**src/rtl/sinc3_pkg.sv**
```systemverilog
package sinc3_pkg;
    localparam int ORDER = 3;

    typedef enum logic {
        ST_PRIME = 1'b0,
        ST_RUN   = 1'b1
    } dec_state_t;
endpackage

```
**src/rtl/sinc3_integ.sv**
```systemverilog
module sinc3_integ #(
    parameter int W = 26
) (
    input  logic         clk,
    input  logic         rst_n,
    input  logic         en,
    input  logic         bit_in,
    output logic [W-1:0] acc_out
);
    import sinc3_pkg::*;

    logic [W-1:0] step;
    assign step = bit_in ? W'(1) : {W{1'b1}};

    for (genvar g = 0; g < ORDER; g++) begin : stg
        logic [W-1:0] r;
        logic [W-1:0] feed;
        if (g == 0) begin : g_first
            assign feed = step;
        end else begin : g_next
            assign feed = stg[g-1].r;
        end
        always_ff @(posedge clk) begin
            if (!rst_n) begin
                r <= '0;
            end else if (en) begin
                r <= r + feed;
            end
        end
    end

    assign acc_out = stg[ORDER-1].r;
endmodule

```
**src/rtl/sinc3_comb.sv**
```systemverilog
module sinc3_comb #(
    parameter int W = 26
) (
    input  logic         clk,
    input  logic         rst_n,
    input  logic         clr,
    input  logic         tick,
    input  logic [W-1:0] din,
    output logic [W-1:0] dout
);
    import sinc3_pkg::*;

    for (genvar g = 0; g < ORDER; g++) begin : stg
        logic [W-1:0] src;
        logic [W-1:0] dly;
        logic [W-1:0] dif;
        if (g == 0) begin : g_first
            assign src = din;
        end else begin : g_next
            assign src = stg[g-1].dif;
        end
        assign dif = src - dly;
        always_ff @(posedge clk) begin
            if (!rst_n || clr) begin
                dly <= '0;
            end else if (tick) begin
                dly <= src;
            end
        end
    end

    assign dout = stg[ORDER-1].dif;
endmodule

```
**src/rtl/sinc3_ctrl.sv**
```systemverilog
module sinc3_ctrl #(
    parameter int SEL_W   = 2,
    parameter int LOG_MIN = 5,
    parameter int PH_W    = 8
) (
    input  logic             clk,
    input  logic             rst_n,
    input  logic             mod_en,
    input  logic [SEL_W-1:0] rate_sel,
    output logic             tick,
    output logic             clr,
    output logic             emit,
    output logic [SEL_W-1:0] cur_sel
);
    import sinc3_pkg::*;

    localparam int DROP_N = ORDER;

    dec_state_t       state;
    logic [PH_W-1:0]  phase;
    logic [1:0]       drop_cnt;
    logic [PH_W:0]    m_val;
    logic             changed;
    logic             last;
    logic             in_run;

    assign m_val   = (PH_W+1)'(1) << (LOG_MIN + int'(cur_sel));
    assign changed = (rate_sel != cur_sel);
    assign last    = ({1'b0, phase} == (m_val - 1'b1));

    // state register, phase and discard counting
    always_ff @(posedge clk) begin
        if (!rst_n) begin
            state    <= ST_PRIME;
            cur_sel  <= '0;
            phase    <= '0;
            drop_cnt <= '0;
        end else if (changed) begin
            state    <= ST_PRIME;
            cur_sel  <= rate_sel;
            phase    <= '0;
            drop_cnt <= '0;
        end else if (mod_en) begin
            phase <= last ? '0 : phase + 1'b1;
            if (last) begin
                unique case (state)
                    ST_PRIME: begin
                        if (drop_cnt == 2'(DROP_N - 1)) begin
                            state <= ST_RUN;
                        end else begin
                            drop_cnt <= drop_cnt + 1'b1;
                        end
                    end
                    ST_RUN: state <= ST_RUN;
                endcase
            end
        end
    end

    // outputs
    always_comb begin
        unique case (state)
            ST_PRIME: in_run = 1'b0;
            ST_RUN:   in_run = 1'b1;
        endcase
        clr  = changed;
        tick = mod_en && last && !changed;
        emit = tick && in_run;
    end
endmodule

```
**src/rtl/sinc3_decim.sv**
```systemverilog
module sinc3_decim #(
    parameter int SEL_W   = 2,
    parameter int LOG_MIN = 5,
    parameter int OUT_W   = 16
) (
    input  logic             clk,
    input  logic             rst_n,
    input  logic             mod_en,
    input  logic             mod_bit,
    input  logic [SEL_W-1:0] rate_sel,
    output logic [OUT_W-1:0] pcm_out,
    output logic             pcm_valid
);
    import sinc3_pkg::*;

    localparam int LOG_MAX = LOG_MIN + (1 << SEL_W) - 1;
    localparam int ACC_W   = ORDER * LOG_MAX + 2;
    localparam int PH_W    = LOG_MAX;
    localparam logic signed [ACC_W-1:0] POS_LIM = ACC_W'((1 << (OUT_W-1)) - 1);
    localparam logic signed [ACC_W-1:0] NEG_LIM = -POS_LIM - 1;

    logic [ACC_W-1:0]         integ_q;
    logic [ACC_W-1:0]         comb_q;
    logic                     tick;
    logic                     clr;
    logic                     emit;
    logic [SEL_W-1:0]         cur_sel;
    logic [5:0]               sh;
    logic signed [ACC_W-1:0]  shifted;
    logic [OUT_W-1:0]         clipped;

    sinc3_integ #(.W(ACC_W)) integ_i (
        .clk(clk), .rst_n(rst_n), .en(mod_en), .bit_in(mod_bit), .acc_out(integ_q)
    );

    sinc3_ctrl #(.SEL_W(SEL_W), .LOG_MIN(LOG_MIN), .PH_W(PH_W)) ctrl_i (
        .clk(clk), .rst_n(rst_n), .mod_en(mod_en), .rate_sel(rate_sel),
        .tick(tick), .clr(clr), .emit(emit), .cur_sel(cur_sel)
    );

    sinc3_comb #(.W(ACC_W)) comb_i (
        .clk(clk), .rst_n(rst_n), .clr(clr), .tick(tick), .din(integ_q), .dout(comb_q)
    );

    assign sh      = 6'(ORDER * (LOG_MIN + int'(cur_sel)) - (OUT_W - 1));
    assign shifted = $signed(comb_q) >>> sh;

    always_comb begin
        if (shifted > POS_LIM) begin
            clipped = {1'b0, {(OUT_W-1){1'b1}}};
        end else if (shifted < NEG_LIM) begin
            clipped = {1'b1, {(OUT_W-1){1'b0}}};
        end else begin
            clipped = shifted[OUT_W-1:0];
        end
    end

    always_ff @(posedge clk) begin
        if (!rst_n) begin
            pcm_out   <= '0;
            pcm_valid <= 1'b0;
        end else begin
            pcm_valid <= emit;
            if (emit) begin
                pcm_out <= clipped;
            end
        end
    end
endmodule

```
**config.mk**
```make
export PLATFORM = sky130hd
export DESIGN_NAME = sinc3_decim
export DESIGN_NICKNAME = d
export VERILOG_FILES = /design/src/rtl/sinc3_pkg.sv /design/src/rtl/sinc3_integ.sv /design/src/rtl/sinc3_comb.sv /design/src/rtl/sinc3_ctrl.sv /design/src/rtl/sinc3_decim.sv
export SDC_FILE = /design/constraint.sdc
export NUM_CORES = 1
export LEC_CHECK = 0
export BUFFER_PORTS_ARGS = -buffer_cell sky130_fd_sc_hd__buf_4
export CAP_MARGIN = 20
export CORE_ASPECT_RATIO = 1.4
export CORE_UTILIZATION = 55
export DETAILED_ROUTE_END_ITERATION = 10
export GPL_TIMING_DRIVEN = 0
export PLACE_DENSITY = 0.77
export SETUP_SLACK_MARGIN = 0.15
export SYNTH_ARGS = -nofsm -noshare
export SYNTH_HDL_FRONTEND = slang
export SYNTH_SLANG_ARGS = --single-unit
```
**constraint.sdc**
```tcl
create_clock -name clk -period 7.7 [get_ports clk]
set_input_delay 1.54 -clock clk [delete_from_list [all_inputs] [get_ports clk]]
set_output_delay 1.54 -clock clk [all_outputs]
set_load 0.01 [all_outputs]
```
==> impl_metrics.tcl, run 1 <==
set metrics [dict create \
    grt_pass1_vias 13500 \
    clk_pin_slew_worst_paths_ns 0.07 \
    initial_utilization 0.559 \
    hold_viol_final 0 \
    rsz0062_at_grt "true" \
    slowest_delay_ns 0.42 \
    synth_area_leaders "dfxtp_1 25%, ha_1 13%, a21oi_1 6.7%, nand2_1 6.3%, mux2i_1 5.2%" \
    synth_area_um2 15000 \
    cp.required_ns 8.07 \
    synth_edf_count 0 \
    netlist_instances 1966 \
    cp-end-kind "flip-flop" \
    clockBufferDepth 2 \
    rows 71 \
    cap_violations 0 \
    relSlewSlack 0.308 \
    clock_skew_ns 0.0130 \
    finalWorstSetupSlack_ns 0.340 \
    holdCritPathClass "reg -> reg" \
    final_nets 2208 \
    fin_crit_sh 0.956 \
    synth_area_per_cell_um2 7.65 \
    die_w_um 142 \
    wire_per_inst_um 15.9 \
    critical_path_arrival_ns 7.73 \
    clock-sinks 186 \
    antenna_left 0 \
    yosysTopAreaCell "dfxtp_1" \
    cts_buffers 17 \
    slowest_stage "o41ai_4" \
    htreeDepth 4 \
    drtIter0Drc 579 \
    path_class "reg -> reg" \
    fin_crit_ns 7.36 \
    io_buffers 22 \
    setup_tns_ns 0 \
    max_freq_mhz 136 \
    stdcell_count 2414 \
    io_pins 23 \
    critPathLaunchType "flip-flop" \
    grt_max_degree 27 \
    grt.busiest_layer "met2" \
    drt-vias-per-instance 5.77 \
    worst_pin_slew_ns 1.04 \
    grt_util_met1 0.254 \
    chipHeight_um 198 \
    worst_path_most_repeated_cell "a21oi_2" \
    synth-seq-cells 186 \
    final.fill_count 2317 \
    grt_usage 0.277 \
    overflow 0 \
    r2r_setup_slack_ns 0.34 \
    dieArea_um2 28000 \
    gpl.final_weighted_congestion 0.901 \
    grt_use_met2 0.561 \
    dp_hpwl_um 30400 \
    yosysWarnings 0 \
    async_flop_share 0 \
    cts_tree "built" \
    status "complete, no violations" \
    drt_wl_total_um 38500 \
    synth_fp_nets 2136 \
    remaining_drc_errors 0 \
    grtUsageMet3 0.0459 \
    synth-main-ff-cell "dfxtp_1" \
    place_inst 2353 \
    area_growth_pct 12.6 \
    path_max_fanout 6 \
    slew_viol_final 0 \
    ys_types 86 \
    grt_pass1_wl_um 62300 \
    antenna_found_initial 0 \
    synth_top_area_frac 0.247 \
    vias 13900 \
    drive_above_1_share 0.0932 \
    seq_area_frac_synth 0.247 \
    diodes 0 \
    final_util 0.629 \
    insertion_delay_ns 0.46 \
    setup_violations 0 \
    ctsRootBufferMaster "clkbuf_16" \
    pre_cts_ws_ns -0.901 \
    fp.coreArea_um2 26900 \
    dr.pass1.iters 5 \
]
## routing by layer
metal | part of all wire | vias up
met5 | 0 | -
li1 | - | 7071
met4 | 0.053 | 0
met2 | 0.55 | 273
met3 | 0.030 | 135
met1 | 0.37 | 6457
## synthesized netlist by cell type (all sizes together), types with 6 or more instances
cell type	count
and3	22
a41oi	6
inv	128
clkbuf	55
nand3	42
nor3	55
mux2	9
a21oi	204
or3	12
nand4	14
nand3b	6
o21a	23
nor2	208
o21bai	11
fa	6
xnor2	86
a211o	12
and2	13
buf	19
or2	6
xor2	42
nand2b	19
a21boi	11
dfxtp	186
a211oi	34
nand2	251
a21o	30
o31ai	13
ha	158
nor2b	19
mux2i	78
a31oi	18
o211ai	23
o21ai	79
## worst max-delay path: cells and delay by family (launching register included)
family | cells | cell delay (ns)
mux | 4 | 0.85
xor+xnor | 2 | 0.23
fa+ha+maj | 4 | 1.08
compound gates | 18 | 3.60
simple gates | 6 | 0.70
buf+inv | 4 | 0.47
flops | 1 | 0.33
## what timing repair did
item	in CTS	in global routing
gates resized for setup	23	80
setup buffers	17	13
pin swaps	15	52
endpoints found under the setup margin	15	15
hold buffers	0	0
cloned	0	1
## metrics by stage
| stage | instance area (um2) | hold WS [ns] |
|---|---|---|
| floorplan | 15000 | 0.436 |
| global placement | 15700 | 0.442 |
| detailed placement | 15700 | 0.446 |
| CTS | 16500 | 0.455 |
| global route | 16900 | 0.468 |
| finish | 16900 | 0.454 |
## path summary, 6_finish.rpt
path / from / to / cells after the start
setup reg to reg: integ_i.acc_out[0] / pcm_out[0] / 38
setup / recovery: integ_i.acc_out[0] / pcm_out[0] / 38
hold reg to reg: comb_i.stg[2].dly[8] / comb_i.stg[2].dly[8] / 2
hold / removal: comb_i.stg[2].dly[8] / comb_i.stg[2].dly[8] / 2
## placed cells by master, fill, tap and decap left out, types with 6 or more instances in the layout
master / n
clkbuf_16: 17
o21ai_0: 68
mux2i_1: 73
a211o_1: 12
o21a_1: 23
xor2_1: 41
mux2_2: 9
a21oi_2: 10
or2_2: 6
buf_4: 52
buf_1: 15
a21o_1: 30
inv_1: 126
nor3_1: 51
dfxtp_1: 184
and2_1: 13
and3_1: 21
nand3b_1: 6
o211ai_1: 22
nor2b_1: 19
nand4_1: 14
nand3_1: 41
a21boi_0: 8
nor2_1: 204
nand2_1: 250
a211oi_1: 32
or3_1: 12
ha_1: 154
a31oi_1: 15
a21oi_1: 191
o31ai_1: 10
nand2b_1: 19
clkbuf_1: 54
xnor2_1: 80
o21bai_1: 10
## registers in the layout, summed over array words and instances, names as in the netlist
signal and flops:
ctrl_i.cur_sel 2, integ_i.stg.r 52, ctrl_i.phase 8, integ_i.acc_out 26, pcm_out 16, ctrl_i.drop_cnt 2, ctrl_i.state 1, comb_i.stg.dly 78
pcm_valid 1
## final cells by class
type | count | area (um2) | share of cell area
clock inverters | 11 | 148 | 0.00872
multi-input cells | 1577 | 11000 | 0.649
plain buffers | 74 | 299 | 0.0177
clock buffers | 19 | 433 | 0.0256
flip-flops and latches | 186 | 3730 | 0.220
inverters | 129 | 484 | 0.0286
repair buffers | 53 | 402 | 0.0237
well taps | 365 | 457 | 0.0270
## cell families after synthesis
group / share of synthesized area
buffers and inverters: 0.0513
xor gates and xnor gates: 0.0777
muxes: 0.0646
DFF: 0.247
and+or+nand+nor: 0.203
adders and majority gates: 0.139
AOI/OAI and AO/OA: 0.217
Power of run 1 is left out: the tool's default activity adds up to more than one toggle a clock period on the data nets, which glitch-free logic cannot reach.
==> run 2: changes to the inputs <==
- PLACE_DENSITY: 0.77 -> 0.74
==> run 2 against run 1 <==
Final area increased by 2.2%. Count of clock-buffer cells in the layout increased by 1. Die area unchanged. Core utilization rose by 1.4 points. First-iteration DRC count increased by 3.5%. Final cell count is 1.3% higher. Hold slack lost 0.00055 ns. Register-to-register slack hardly changed. Critical endpoint is now pcm_out[5].
==> impl_metrics.tcl, run 2 (synthesis results as in run 1) <==
set metrics [dict create \
    clk_pin_slew_worst_paths_ns 0.07 \
    cts_tree "built" \
    gpl.final_weighted_congestion 0.943 \
    place_area_um2 15700 \
    rsz0062_at_grt "true" \
    holdCritPathClass "reg -> reg" \
    drt_wl_total_um 39200 \
    dr.pass1.iters 7 \
    hp-start "comb_i.stg[2].dly[5]" \
    antenna_left 0 \
    r2r_end "pcm_out[5]" \
    stdcell_area_um2 17300 \
    fin_crit_sh 0.955 \
    status "complete, no violations" \
    final_nets 2237 \
    slowest_stage "o41ai_2" \
    slew_viol_final 0 \
    antenna_found_initial 0 \
    final_common_cell "nand2_1" \
    slowest_delay_ns 0.41 \
    vias 14100 \
    dieArea_um2 28000 \
    remaining_drc_errors 0 \
    whs_endpoint "comb_i.stg[2].dly[5]" \
    layout_common_cells "250 x nand2_1, 205 x nor2_1, 184 x dfxtp_1" \
    rr_startpoint "integ_i.acc_out[0]" \
    dp_hpwl_um 30400 \
    insertion_delay_ns 0.46 \
    fp.coreArea_um2 26900 \
    relSlewSlack 0.309 \
    cp.required_ns 8.08 \
    grt_pass1_wl_um 61600 \
    r2r_cells 38 \
    drtIter0Drc 599 \
    area_growth_pct 15.1 \
    worst_pin_slew_ns 1.04 \
    die_w_um 142 \
    drive_above_1_share 0.115 \
    overflow 0 \
    cp_top_family "compound AO/OA/AOI/OAI gates" \
    min_delay_path_depth 2 \
    cp-end-kind "flip-flop" \
    hold_viol_final 0 \
    ctsRootBufferMaster "clkbuf_16" \
    largest_reg_flops 78 \
    chipHeight_um 198 \
    path_max_fanout 6 \
    drt-vias-per-instance 5.76 \
    wire_per_inst_um 16.0 \
    setup_violations 0 \
    diodes 0 \
    cp.depth 38 \
    io_pins 23 \
    clock-sinks 186 \
    cap_violations 0 \
    max_freq_mhz 136 \
    cts_buffers 17 \
    critical_path_arrival_ns 7.73 \
    path_buf_inv 7 \
    r2r_setup_slack_ns 0.35 \
    top_register "comb_i.stg.dly" \
    io_buffers 22 \
    critPathLaunchType "flip-flop" \
    clockBufferDepth 2 \
    fin_crit_ns 7.35 \
    grt_usage 0.276 \
    rows 71 \
    htreeDepth 4 \
    grt_pass1_vias 13400 \
    grt_max_degree 27 \
    path_class "reg -> reg" \
    initial_utilization 0.559 \
    clock_skew_ns 0.0111 \
    worst_path_most_repeated_cell "a21oi_2" \
]
run 2: how the worst max path moves through the flow:
stage | start | endpoint
floorplan | integ_i.acc_out[0] | pcm_out[10]
global placement | integ_i.acc_out[0] | pcm_out[11]
detailed placement | integ_i.acc_out[0] | pcm_out[11]
CTS | integ_i.acc_out[0] | pcm_out[5]
global route | integ_i.acc_out[0] | pcm_out[9]
finish | integ_i.acc_out[0] | pcm_out[5]
run 2: repair_timing:
action	in CTS	in global routing
cloned	1	0
setup endpoints to repair	15	15
resized for setup	32	94
pin swaps	21	59
hold buffers	0	0
setup buffers	32	27
run 2: final cells by class:
cell class,count,area (um2)
plain buffers,74,304
clock buffers,20,467
clock inverters,12,161
fillers,2356,9600
inverters,129,484
multi-input cells,1577,11100
flip-flops and latches,186,3730
well taps,365,457
repair buffers,82,651
run 2: stage by stage:
| step | TNS (ns) | worst slack [ns] | utilization | hold slack (ns) | std cells |
|---|---|---|---|---|---|
| floorplan | 0 | 0.462 | - | 0.436 | 1966 |
| global placement | -12.51 | -0.909 | 0.582 | 0.441 | 2353 |
| detailed placement | -13.77 | -1.00 | 0.582 | 0.446 | 2353 |
| CTS | 0 | 0.148 | 0.620 | 0.456 | 2418 |
| global route | -0.646 | -0.0745 | 0.643 | 0.469 | 2445 |
| finish | 0 | 0.349 | 0.643 | 0.453 | 2445 |
run 2: routing by layer:
metal  share of wire  up-vias  track usage
met4           0.059        0        0.188
met2            0.54      274        0.551
li1                -     7137            -
met1            0.37     6532        0.256
met3           0.030      129       0.0348
met5               0        -            0
run 2: worst reg2reg max path: cells and delay by family (launching register included):
kind | cells | cell delay, ns
flip-flops | 1 | 0.32
adder cells (fa/ha/maj) | 4 | 1.13
AO/OA/AOI/OAI | 19 | 3.94
XOR/XNOR | 3 | 0.53
buffers and inverters | 7 | 0.82
AND/OR/NAND/NOR | 5 | 0.53
Power of run 2 is left out for the same reason.
==> run 3: changes to the inputs <==
- CAP_MARGIN: 20 -> unset
- CELL_PAD_IN_SITES_DETAIL_PLACEMENT: unset -> 0
- CELL_PAD_IN_SITES_GLOBAL_PLACEMENT: unset -> 1
- CORE_UTILIZATION: 55 -> 44
- PLACE_DENSITY: 0.74 -> unset
- PLACE_DENSITY_LB_ADDON: unset -> 0.1
==> run 3 against run 2 <==
Highest routed layer unchanged. Final area decreased by 1.1%. Die area increased by 25%. Global-route usage decreased by 4.2 points. Count of clock-buffer cells in the layout decreased by 1. Critical path depth unchanged.
==> impl_metrics.tcl, run 3 (synthesis results as in run 1) <==
set metrics [dict create \
    grt_max_degree 27 \
    area_growth_pct 13.8 \
    critPathLaunchType "flip-flop" \
    final.fill_count 3357 \
    cap_violations 0 \
    overflow 0 \
    cts_buffers 17 \
    regArea_um2 3720 \
    diodes 0 \
    holdCritPathClass "reg -> reg" \
    largest_reg_flops 78 \
    cp.required_ns 8.03 \
    antenna_found_initial 0 \
    slowest_stage "o41ai_4" \
    cts_tree "built" \
    path_class "reg -> reg" \
    clockBufferDepth 2 \
    clk_pin_slew_worst_paths_ns 0.07 \
    multi_input_area_um2 11000 \
    critical_path_arrival_ns 7.61 \
    drive_above_1_share 0.101 \
    fin_crit_ns 7.28 \
    grt_usage 0.234 \
    dr.pass1.iters 5 \
    fp.coreArea_um2 33400 \
    die_w_um 158 \
    holdBufCountCts 0 \
    path_max_fanout 8 \
    final_common_cell "nand2_1" \
    fin_crit_sh 0.945 \
    ctsRootBufferMaster "clkbuf_16" \
    hold_viol_final 0 \
    chipHeight_um 221 \
    layout_common_cells "250 x nand2_1, 202 x nor2_1, 185 x a21oi_1, 185 x dfxtp_1, 151 x ha_1" \
    worst_pin_slew_ns 0.952 \
    htreeDepth 4 \
    slowest_delay_ns 0.44 \
    initial_utilization 0.450 \
    drt-vias-per-instance 5.44 \
    vias 13600 \
    gpl.final_weighted_congestion 0.857 \
    grt_pass1_vias 13000 \
    io_pins 23 \
    dp_hpwl_um 32300 \
    final_nets 2219 \
    grt_pass1_wl_um 64600 \
    drt_wl_total_um 40300 \
    insertion_delay_ns 0.46 \
    relSlewSlack 0.365 \
    drtIter0Drc 546 \
    r2r_setup_slack_ns 0.42 \
    rows 79 \
    antenna_left 0 \
    remaining_drc_errors 0 \
    setup_violations 0 \
    final_util 0.513 \
    clock_skew_ns 0.0161 \
    worst_path_most_repeated_cell "a21oi_2" \
    io_buffers 22 \
    top_register "comb_i.stg.dly" \
    dieArea_um2 35000 \
    cp-end-kind "flip-flop" \
    status "complete, no violations" \
    rsz0062_at_grt "false" \
    clock-sinks 186 \
    wire_per_inst_um 16.1 \
    slew_viol_final 0 \
    max_freq_mhz 137 \
]
## run 3: cell type report
cell class                 count  area share
buffer                        74      0.0172
clock buffer                  19      0.0253
clock inverter                13     0.00818
inverter                     129      0.0283
multi-input combinational   1577       0.643
sequential                   186       0.218
tap                          445      0.0325
timing repair buffer          64      0.0281
## run 3: path summary, 6_finish.rpt
kind                          from                     to  depth (start not counted)
max           comb_i.stg[0].dly[0]            pcm_out[12]                         38
min          comb_i.stg[0].dly[17]  comb_i.stg[0].dly[17]                          2
max reg2reg   comb_i.stg[0].dly[0]            pcm_out[12]                         38
min reg2reg  comb_i.stg[0].dly[17]  comb_i.stg[0].dly[17]                          2
## run 3: metrics by stage
stage | cells | TNS, ns | instance area, um2 | setup WS, ns | hold WS (ns)
after detailed placement | 2433 | -16.65 | 15800 | -1.23 | 0.446
after global placement | 2433 | -15.80 | 15800 | -1.15 | 0.441
after floorplan | 1966 | 0 | 15000 | 0.462 | 0.436
after CTS | 2481 | 0 | 16600 | 0.180 | 0.456
final | 2507 | 0 | 17100 | 0.422 | 0.452
after global routing | 2507 | 0 | 17100 | 0.0778 | 0.469
## run 3: what timing repair did
action,CTS,global route
setup buffers,16,25
pin swaps,23,54
gates cloned,0,1
resized for setup,34,71
endpoints found under the setup margin,15,15
## run 3: worst max-delay path: cells and delay by family, from the launching register on
| family | cells | cell delay (ns) |
|---|---|---|
| AO/OA/AOI/OAI | 19 | 3.81 |
| adder cells (fa/ha/maj) | 4 | 1.01 |
| AND/OR/NAND/NOR | 7 | 0.68 |
| buffers and inverters | 4 | 0.51 |
| multiplexers | 2 | 0.40 |
| flip-flops | 1 | 0.38 |
| XOR/XNOR | 2 | 0.32 |
## run 3: routing by layer
| layer | vias up | global-route usage | share of wire |
|---|---|---|---|
| li1 | 7090 | - | - |
| met1 | 6293 | 0.240 | 0.39 |
| met2 | 171 | 0.452 | 0.55 |
| met3 | 82 | 0.0295 | 0.021 |
| met4 | 0 | 0.118 | 0.042 |
| met5 | - | 0 | 0 |
Power of run 3 is left out for the same reason.
